$ cat src/rtl/mtmr_pkg.sv
package mtmr_pkg;
  typedef enum logic [1:0] {
    MODE_TIMER = 2'b00,
    MODE_EVENT = 2'b01,
    MODE_MEAS  = 2'b10,
    MODE_HALT  = 2'b11
  } mode_e;

  typedef enum logic [1:0] {
    SRC_F1   = 2'b00,
    SRC_F8   = 2'b01,
    SRC_F2N  = 2'b10,
    SRC_SLOW = 2'b11
  } src_e;

  // strobes from control to datapath, one clock each
  typedef struct packed {
    logic tick;        // count one step this cycle
    logic isMeas;      // measurement mode selected
    logic edgeHit;     // measured edge seen this cycle
    logic wrReload;    // store wrData into reload register
    logic loadWr;      // load counter from wrData
    logic loadReload;  // load counter from reload register
    logic measStart;   // clear counter and flag for a new measurement run
  } strobe_t;
endpackage

$ cat src/rtl/mtmr_presc.sv
module mtmr_presc #(
  parameter int PRE_W    = 4,
  parameter int F8_LOG2  = 3,
  parameter int SLOW_LOG2 = 5
) (
  input  logic             clk,
  input  logic             rstN,
  input  logic [1:0]       clkSel,
  input  logic [PRE_W-1:0] preCode,
  output logic             srcTick
);
  import mtmr_pkg::*;

  localparam int DIV_W  = PRE_W + 1;
  localparam int FREE_W = (SLOW_LOG2 > F8_LOG2) ? SLOW_LOG2 : F8_LOG2;

  logic [FREE_W-1:0] freeCnt;
  logic [DIV_W-1:0]  divCnt;
  logic [DIV_W-1:0]  divLimit;
  logic              f8Tick, slowTick, f2nTick, divWrap;

  assign divLimit = {preCode, 1'b0} - DIV_W'(1);
  assign divWrap  = (divCnt >= divLimit);
  assign f2nTick  = (preCode == '0) ? 1'b1 : divWrap;
  assign f8Tick   = &freeCnt[F8_LOG2-1:0];
  assign slowTick = &freeCnt[SLOW_LOG2-1:0];

  always_ff @(posedge clk) begin
    if (!rstN) begin
      freeCnt <= '0;
      divCnt  <= '0;
    end else begin
      freeCnt <= freeCnt + FREE_W'(1);
      if (preCode == '0 || divWrap) divCnt <= '0;
      else                          divCnt <= divCnt + DIV_W'(1);
    end
  end

  always_comb begin
    unique case (src_e'(clkSel))
      SRC_F1:   srcTick = 1'b1;
      SRC_F8:   srcTick = f8Tick;
      SRC_F2N:  srcTick = f2nTick;
      SRC_SLOW: srcTick = slowTick;
      default:  srcTick = 1'b0;
    endcase
  end


  f8_spacing_chk: assert property (@(posedge clk) disable iff (!rstN)
    (srcTick && clkSel == 2'b01) |=> (clkSel != 2'b01 || !srcTick));


  f1_always_chk: assert property (@(posedge clk) disable iff (!rstN)
    (clkSel == 2'b00) |-> srcTick);
endmodule

$ cat src/rtl/mtmr_ctrl.sv
module mtmr_ctrl #(
  parameter int PRE_W = 4
) (
  input  logic               clk,
  input  logic               rstN,
  input  logic               startEn,
  input  logic [1:0]         modeSel,
  input  logic               widthMeas,
  input  logic [1:0]         clkSel,
  input  logic [PRE_W-1:0]   preCode,
  input  logic               chainSel,
  input  logic               risePol,
  input  logic               wrEn,
  input  logic               pinIn,
  input  logic               chainEvt,
  output mtmr_pkg::strobe_t  str
);
  import mtmr_pkg::*;

  localparam int SYNC_N = 2;

  logic [SYNC_N-1:0] syncQ;
  logic              prevQ, startQ;
  logic              pinSync, pinRise, pinFall, startRise;
  logic              srcTick, evtTick, activeEdge, measEdge;
  logic              isTimer, isEvent, isMeas, usesReload;

  mtmr_presc #(.PRE_W(PRE_W)) u_presc (
    .clk(clk), .rstN(rstN), .clkSel(clkSel), .preCode(preCode), .srcTick(srcTick)
  );

  always_ff @(posedge clk) begin
    if (!rstN) begin
      syncQ  <= '0;
      prevQ  <= 1'b0;
      startQ <= 1'b0;
    end else begin
      syncQ  <= {syncQ[SYNC_N-2:0], pinIn};
      prevQ  <= syncQ[SYNC_N-1];
      startQ <= startEn;
    end
  end

  assign pinSync    = syncQ[SYNC_N-1];
  assign pinRise    = pinSync & ~prevQ;
  assign pinFall    = ~pinSync & prevQ;
  assign startRise  = startEn & ~startQ;
  assign isTimer    = (mode_e'(modeSel) == MODE_TIMER);
  assign isEvent    = (mode_e'(modeSel) == MODE_EVENT);
  assign isMeas     = (mode_e'(modeSel) == MODE_MEAS);
  assign usesReload = isTimer | isEvent;
  assign activeEdge = risePol ? pinRise : pinFall;
  assign evtTick    = chainSel ? chainEvt : activeEdge;
  assign measEdge   = widthMeas ? (pinRise | pinFall) : activeEdge;

  always_comb begin
    str            = '0;
    str.isMeas     = isMeas;
    str.tick       = startEn & ((isTimer & srcTick) | (isEvent & evtTick) | (isMeas & srcTick));
    str.edgeHit    = startEn & isMeas & ~startRise & measEdge;
    str.wrReload   = wrEn & usesReload;
    str.loadWr     = wrEn & usesReload & ~startEn;
    str.loadReload = startRise & usesReload;
    str.measStart  = startRise & isMeas;
  end


  edge_meas_only_chk: assert property (@(posedge clk) disable iff (!rstN)
    str.edgeHit |-> (modeSel == 2'b10 && startEn));


  timer_f1_tick_chk: assert property (@(posedge clk) disable iff (!rstN)
    (startEn && modeSel == 2'b00 && clkSel == 2'b00) |-> str.tick);


  stopped_no_tick_chk: assert property (@(posedge clk) disable iff (!rstN)
    !startEn |-> !str.tick);
endmodule

$ cat src/rtl/mtmr_dp.sv
module mtmr_dp #(
  parameter int CNT_W = 16
) (
  input  logic              clk,
  input  logic              rstN,
  input  mtmr_pkg::strobe_t str,
  input  logic [CNT_W-1:0]  wrData,
  output logic [CNT_W-1:0]  rdData,
  output logic              tickOut,
  output logic              ovfFlag
);
  import mtmr_pkg::*;

  localparam logic [CNT_W-1:0] CNT_MAX = '1;

  logic [CNT_W-1:0] count, reloadQ, capQ;

  always_ff @(posedge clk) begin
    if (!rstN) begin
      count   <= '0;
      reloadQ <= '0;
      capQ    <= '0;
      tickOut <= 1'b0;
      ovfFlag <= 1'b0;
    end else begin
      tickOut <= 1'b0;
      if (str.wrReload) reloadQ <= wrData;
      if (str.loadWr) begin
        count <= wrData;
      end else if (str.loadReload) begin
        count <= reloadQ;
      end else if (str.measStart) begin
        count   <= '0;
        ovfFlag <= 1'b0;
      end else if (str.isMeas) begin
        if (str.tick && count == CNT_MAX) begin
          ovfFlag <= 1'b1;
          tickOut <= 1'b1;
        end
        if (str.edgeHit) begin
          capQ  <= count + CNT_W'(str.tick);
          count <= '0;
        end else if (str.tick) begin
          count <= count + CNT_W'(1);
        end
      end else if (str.tick) begin
        if (count == '0) begin
          count   <= reloadQ;
          tickOut <= 1'b1;
        end else begin
          count <= count - CNT_W'(1);
        end
      end
    end
  end

  assign rdData = str.isMeas ? capQ : count;


  underflow_zero_chk: assert property (@(posedge clk) disable iff (!rstN)
    (tickOut && !$past(str.isMeas)) |-> ($past(count) == '0));


  ovf_meas_only_chk: assert property (@(posedge clk) disable iff (!rstN)
    $rose(ovfFlag) |-> ($past(str.isMeas) && tickOut));


  wrap_zero_chk: assert property (@(posedge clk) disable iff (!rstN)
    (tickOut && $past(str.isMeas) && !$past(str.loadWr) && !$past(str.loadReload)) |-> (count == '0));


  hold_idle_chk: assert property (@(posedge clk) disable iff (!rstN)
    (!$past(str.tick) && !$past(str.edgeHit) && !$past(str.loadWr) &&
     !$past(str.loadReload) && !$past(str.measStart)) |-> $stable(count));
endmodule

$ cat src/rtl/multi_timer.sv
module multi_timer #(
  parameter int CNT_W = 16,
  parameter int PRE_W = 4
) (
  input  logic             clk,
  input  logic             rstN,
  input  logic             startEn,
  input  logic [1:0]       modeSel,
  input  logic             widthMeas,
  input  logic [1:0]       clkSel,
  input  logic [PRE_W-1:0] preCode,
  input  logic             chainSel,
  input  logic             risePol,
  input  logic             wrEn,
  input  logic [CNT_W-1:0] wrData,
  output logic [CNT_W-1:0] rdData,
  input  logic             pinIn,
  input  logic             chainEvt,
  output logic             tickOut,
  output logic             ovfFlag
);
  import mtmr_pkg::*;

  strobe_t str;

  mtmr_ctrl #(.PRE_W(PRE_W)) u_ctrl (
    .clk(clk), .rstN(rstN), .startEn(startEn), .modeSel(modeSel),
    .widthMeas(widthMeas), .clkSel(clkSel), .preCode(preCode),
    .chainSel(chainSel), .risePol(risePol), .wrEn(wrEn),
    .pinIn(pinIn), .chainEvt(chainEvt), .str(str)
  );

  mtmr_dp #(.CNT_W(CNT_W)) u_dp (
    .clk(clk), .rstN(rstN), .str(str), .wrData(wrData),
    .rdData(rdData), .tickOut(tickOut), .ovfFlag(ovfFlag)
  );
endmodule

$ cat config.mk
export PLATFORM = sky130hd
export DESIGN_NAME = multi_timer
export DESIGN_NICKNAME = d
export VERILOG_FILES = /design/src/rtl/mtmr_pkg.sv /design/src/rtl/mtmr_presc.sv /design/src/rtl/mtmr_ctrl.sv /design/src/rtl/mtmr_dp.sv /design/src/rtl/multi_timer.sv
export SDC_FILE = /design/constraint.sdc
export NUM_CORES = 1
export LEC_CHECK = 0
export BUFFER_PORTS_ARGS = -buffer_cell sky130_fd_sc_hd__buf_4
export CAP_MARGIN = 10
export CELL_PAD_IN_SITES_DETAIL_PLACEMENT = 1
export CELL_PAD_IN_SITES_GLOBAL_PLACEMENT = 2
export CORE_MARGIN = 2
export CORE_UTILIZATION = 35
export CTS_CLUSTER_DIAMETER = 80
export DETAILED_ROUTE_END_ITERATION = 10
export PLACE_DENSITY = 0.9
export SLEW_MARGIN = 20
export SYNTH_ARGS = -nofsm -noshare
export SYNTH_HDL_FRONTEND = slang
export SYNTH_HIERARCHICAL = 1
export SYNTH_SLANG_ARGS = --single-unit
$ cat constraint.sdc
create_clock -name clk -period 3.4 [get_ports clk]
set_input_delay 0.51 -clock clk [delete_from_list [all_inputs] [get_ports clk]]
set_output_delay 0.51 -clock clk [all_outputs]
set_load 0.02 [all_outputs]
==> flow_metrics.tcl, run 1 <==
set metrics [dict create \
    grt_first_pass_wirelength_um 21300 \
    viasPerCell 5.81 \
    grt.met3_usage_pct 4.66 \
    use_met2_pct 34.5 \
    num_rows 39 \
    core_um2 11500 \
    die_area_um2 12800 \
    grt_overflow 0 \
    async_flop_share_pct 0 \
    fin_crit_sh_pct 89.8 \
    synthDistinctLibCells 65 \
    cp_max_fo 4 \
    clk_pin_slew_ps 50 \
    antenna_found_initial 0 \
    globalRouteTotalUtil_pct 21.1 \
    drv_slew 0 \
    syn_avg_cell_area_um2 8.19 \
    worstMarginPinSlew_ps 726 \
    first_iter_violations 194 \
    num_vias 4012 \
    place.gp.congestion 0.907 \
    grt_max_degree 46 \
    yosysTopAreaCellShare_pct 30.8 \
    synth_area_um2 4160 \
    area_growth_pct 19.5 \
    nets 592 \
    synth.largest_area_cell "dfxtp_1" \
    ant_nets 0 \
    worstSetupEndpointType "flop" \
    slowest_stage "ha_1" \
    peakVddDrop_mv 0.270 \
    synthFlopType "dfxtp_1" \
    ys_seq_area_share_pct 30.8 \
    die_x_um 113 \
    dp_hpwl_um 9370 \
    finalHoldViolations 0 \
    num_antenna_cells 0 \
    start_kind "input port" \
    grt_pass1_vias 4091 \
    worstSetupPathType "input port to flop" \
    grt.met1_usage_pct 27.3 \
    dp_cells 675 \
    rrSetupSlack_ps 590 \
    final_area_um2 4970 \
    die_y_um 113 \
    power.density_nw_per_um2 480 \
    critPathMaxStageDelay_ps 300 \
    setup_viol 0 \
    cp_data_required_time_ps 3660 \
    ys_seq_elements 64 \
    p_total_mw 2.38 \
    grt.busiest_layer "met2" \
    hold_slack_ps 380 \
    rsz0062_at_grt "no" \
    r2r_end "u_dp/count[0]$_SDFFE_PN0P_" \
    min_path_cells 2 \
    yosys_warnings 6 \
    cts.sinks 64 \
    hold_path.class "input port to flop" \
    wire_per_inst_um 18.7 \
    syn_nets 557 \
    cts_buffers 9 \
    postRouteWirelength_um 12900 \
    firstDrtPassIters 5 \
    finalWorstSetupSlack_ps 347 \
    cts-root-buf "clkbuf_16" \
    max_freq_mhz 328 \
    path_cells "buf_4, nor3_1, xnor2_1, ha_1, o211ai_1, o2111ai_1, o21a_1, inv_1, o21ai_0, o21a_1, ha_1, ha_2, nand2_1, nor3_2, xnor2_1, a211oi_1" \
    clk_path_buf_depth 2 \
    cts_tree "built" \
    timing.rr.start "u_dp/count[0]$_SDFFE_PN0P_" \
    ctsHtreeMaxLevel 3 \
    fin_skew_ps 5.33 \
    drive_gt1_share_pct 20.8 \
    final_util_pct 43.1 \
    synth_cells 508 \
    max-slew-margin-rel_pct 51.5 \
    synth_edf_count 0 \
    pin_count 51 \
    initial_utilization_pct 36.1 \
    placed_area_um2 4680 \
    hold_end "u_ctrl/syncQ[0]$_SDFF_PN0_" \
    cp.arrival_ps 3310 \
    post-route-drc-count 0 \
    dp_slack_ps -89.0 \
    period_needed_ps 3050 \
    layout.cells.non_filler 691 \
    fin_setup_tns_ps 0 \
    reg2regPathDepth 8 \
    fillers 1372 \
    clk_latency_ps 340 \
    hp-start "pinIn" \
    p_leak_nw 1.92 \
    cap_violations 0 \
    synth.top_cells.by_area "dfxtp_1 (31%), mux2i_1 (5.3%), nor2_1 (5.2%)" \
    port_buffers 50 \
    post_cts_buffers 0 \
    status "finished clean" \
]
[power breakdown]
part	internal, mW	switching, mW	total (mW)
Sequential	0.794	0.0897	0.884
Combinational	0.281	0.336	0.618
Clock	0.549	0.335	0.883
[state kept, by name (all words and copies together), names as in the netlist]
| register | cells |
|---|---|
| u_ctrl/prevQ | 1 |
| u_ctrl/startQ | 1 |
| u_ctrl/syncQ | 2 |
| u_ctrl/u_presc/divCnt | 5 |
| u_ctrl/u_presc/freeCnt | 5 |
| u_dp/capQ | 16 |
| u_dp/count | 16 |
| u_dp/ovfFlag | 1 |
| u_dp/reloadQ | 16 |
| u_dp/tickOut | 1 |
[routing by layer]
layer,vias to the layer above,share of wire [%]
met4,0,2.3
met2,104,47
met5,-,0
met1,1953,46
li1,1927,-
met3,28,4.2
[critical path, delay by kind of cell]
family	cells	cell delay, ps
buffers and inverters	2	160
AND/OR/NAND/NOR	3	580
XOR/XNOR	2	200
adder cells (fa/ha/maj)	3	770
AO/OA/AOI/OAI	6	1090
[kinds of logic (layout without fill, tap and decap cells)]
logic type | Yosys count | after routing | share of synthesized area, %
AOI/OAI and AO/OA | 123 | 123 | 20.0
xor gates and xnor gates | 34 | 34 | 7.16
adders and majority gates | 16 | 16 | 4.81
buffers and inverters | 57 | 97 | 5.54
DFF | 64 | 64 | 30.8
muxes | 36 | 36 | 9.09
and+or+nand+nor | 178 | 178 | 22.6
[synthesized netlist by cell type (3+ instances only)]
master / n
nor2_1: 58
nor4b_1: 3
inv_1: 13
nor2b_1: 5
o2111ai_1: 4
o221ai_1: 9
and2_1: 10
o21ai_0: 22
nand2_1: 25
nand4_1: 8
a211oi_1: 16
o31ai_1: 4
a22oi_1: 3
nor3_1: 16
nor3b_1: 3
and3_1: 7
or3_1: 4
mux2i_1: 22
o21ai_1: 4
buf_1: 3
and4_1: 4
xor2_1: 16
nor4_1: 5
mux2_2: 14
dfxtp_1: 64
xnor2_1: 18
a21oi_1: 31
a31oi_1: 5
o21a_1: 3
buf_2: 4
nand3_1: 13
a221oi_1: 4
ha_1: 16
clkbuf_1: 35
[timing repair]
item                       4_1_cts  5_1_grt
hold buffers                     0        0
setup endpoints to repair        0        2
resized for setup                0        2
[worst max path at each step]
stage                            endpoint  startpoint  cells after the start
2_1_floorplan  u_dp/capQ[11]$_SDFFE_PN0P_  preCode[0]                     16
3_3_place_gp   u_dp/capQ[14]$_SDFFE_PN0P_  preCode[2]                     16
3_5_place_dp   u_dp/capQ[14]$_SDFFE_PN0P_  preCode[2]                     16
4_1_cts        u_dp/capQ[14]$_SDFFE_PN0P_  preCode[2]                     16
5_1_grt        u_dp/capQ[14]$_SDFFE_PN0P_  preCode[2]                     16
6_report       u_dp/capQ[14]$_SDFFE_PN0P_  preCode[2]                     16
[layout by cell type (no fill, tap or decap), types with 5 or more instances in the layout]
cell type and count:
mux2i_1 22, nor3_1 15, nor2_1 58, xor2_1 16
a31oi_1 5, nand3_1 13, buf_4 68, and2_1 10
o21ai_0 22, inv_1 13, clkbuf_16 9, and3_1 7
xnor2_1 18, nand4_1 8, nand2_1 25, dfxtp_1 64
a211oi_1 16, ha_1 15, a21oi_1 31, mux2_2 14
o221ai_1 9
[layout make-up]
type                            count  area [um^2]  area share (%)
Tap cell                          143          179            3.60
Multi-Input combinational cell    387         2660            53.6
Clock inverter                      3         15.0           0.302
Inverter                           13         48.8           0.982
Sequential cell                    64         1280            25.8
Timing Repair Buffer               68          510            10.3
Clock buffer                       13          270            5.44
(Power assumes the default switching activity.)
==> inputs of run 2 (changes only) <==
CELL_PAD_IN_SITES_DETAIL_PLACEMENT = 0   (was 1)
CELL_PAD_IN_SITES_GLOBAL_PLACEMENT = 1   (was 2)
CORE_UTILIZATION = 40   (was 35)
GPL_ROUTABILITY_DRIVEN = 0   (was not set)
PLACE_DENSITY = 0.84   (was 0.9)
TNS_END_PERCENT = 20   (was not set)
==> run 2 against run 1 <==
  * Final cell count down 1.0%
  * Register-to-register slack about the same
  * Routed wire length down 11%
  * Total power down 9.1%
  * Cell area down 2.0%
  * Critical path depth up 1
  * Utilization up 4.4 points
  * Clock power down 23%
  * Non-clock buffer count unchanged
  * Critical endpoint is now u_dp/capQ[11]$_SDFFE_PN0P_
  * Highest routed layer unchanged
==> flow_metrics.tcl, run 2 (synthesized netlist as in run 1, its figures left out) <==
set metrics [dict create \
    peakVddDrop_mv 0.276 \
    hold_slack_ps 357 \
    viasPerCell 5.73 \
    initial_utilization_pct 40.7 \
    cap_violations 0 \
    max_freq_mhz 331 \
    num_vias 3917 \
    post-route-drc-count 0 \
    grt_overflow 0 \
    ctsResizeCount 0 \
    die_area_um2 11200 \
    wire_per_inst_um 16.8 \
    period_needed_ps 3020 \
    clk_pin_slew_ps 80 \
    dp_hpwl_um 8330 \
    ant_nets 0 \
    cp_max_fo 4 \
    mostFrequentLayoutCells "buf_4 (68), dfxtp_1 (64), nor2_1 (58)" \
    hp-start "pinIn" \
    first_iter_violations 289 \
    cts.sinks 64 \
    postRouteWirelength_um 11500 \
    cp_data_required_time_ps 3670 \
    antenna_found_initial 0 \
    grt_pass1_vias 3785 \
    fin_crit_sh_pct 88.9 \
    worstSetupEndpointType "flop" \
    die_y_um 106 \
    die_x_um 106 \
    p_leak_nw 1.87 \
    use_met2_pct 35.5 \
    clk_latency_ps 350 \
    reg_top3 "u_dp/capQ x16, u_dp/count x16, u_dp/reloadQ x16" \
    worstSetupPathType "input port to flop" \
    grt.met3_usage_pct 4.72 \
    grt_max_degree 31 \
    num_rows 37 \
    globalRouteTotalUtil_pct 21.3 \
    grt_first_pass_wirelength_um 19200 \
    area_growth_pct 17.1 \
    rsz0062_at_grt "no" \
    port_buffers 50 \
    nets 592 \
    clk_path_buf_depth 2 \
    cts_tree "built" \
    fin_skew_ps 8.21 \
    ctsHtreeMaxLevel 3 \
    power.density_nw_per_um2 445 \
    cts-root-buf "clkbuf_8" \
    hold_buffers 0 \
    pin_count 51 \
    setup_viol 0 \
    startpoint "preCode[2]" \
    grt.met1_usage_pct 28.2 \
    fillers 1017 \
    post_cts_buffers 0 \
    drv_slew 0 \
    max-slew-margin-rel_pct 57.2 \
    firstDrtPassIters 5 \
    timing.rr.start "u_dp/count[0]$_SDFFE_PN0P_" \
    layout_commonest_cell "buf_4" \
    core_um2 10200 \
    final_util_pct 47.6 \
    cp.arrival_ps 3290 \
    p_total_mw 2.17 \
    cts_buffers 9 \
    drive_gt1_share_pct 20.6 \
    num_antenna_cells 0 \
    hold_path.class "input port to flop" \
    grt.busiest_layer "met2" \
    worstMarginPinSlew_ps 642 \
    start_kind "input port" \
    finalHoldViolations 0 \
    status "finished clean" \
]
## run 2: final timing paths
path	endpoint	slack, ps	cells past startpoint
setup reg to reg	u_dp/count[0]$_SDFFE_PN0P_	590	8
setup / recovery	u_dp/capQ[11]$_SDFFE_PN0P_	380	17
hold reg to reg	u_ctrl/syncQ[1]$_SDFF_PN0_	440	1
hold / removal	u_ctrl/syncQ[0]$_SDFF_PN0_	360	2
## run 2: stage by stage
stage,setup slack [ps],instances,instance area (um^2),TNS (ps)
2_1_floorplan,320,508,4160,0
3_3_place_gp,95.0,668,4670,0
3_5_place_dp,-0.0655,668,4670,-0.0655
4_1_cts,363,684,4870,0
5_1_grt,30.2,684,4870,0
6_report,377,684,4870,0
## run 2: layout make-up
type                    count  area [um^2]  area share, %
multi-input cells         387         2660           54.6
inverters                  13         48.8           1.00
flip-flops and latches     64         1280           26.3
clock buffers               9          124           2.54
repair buffers             68          510           10.5
well taps                 136          170           3.50
clock inverters             7         77.6           1.59
## run 2: worst max-delay path: stages
cell and delay, ps:
buf_4 120, nor3_1 240, xnor2_1 100, ha_1 290
o211ai_1 120, o2111ai_1 230, o21a_1 150, inv_1 40
o21ai_0 130, o21a_1 210, ha_1 220, nand2_1 80
nor3_1 200, buf_4 170, nand3_1 80, xor2_1 170
a211oi_1 210
## run 2: power breakdown
group	total, mW	switching (mW)	internal [mW]	leakage [nW]
registers	0.890	0.0981	0.792	0.523
logic	0.594	0.313	0.281	1.25
clock network	0.683	0.337	0.346	0.101
total	2.17	0.748	1.42	1.87
## run 2: per-layer routing
layer / part of all wire (%) / vias up
met3: 5.6 / 11
li1: - / 1925
met2: 49 / 111
met4: 0.98 / 0
met1: 45 / 1870
met5: 0 / -
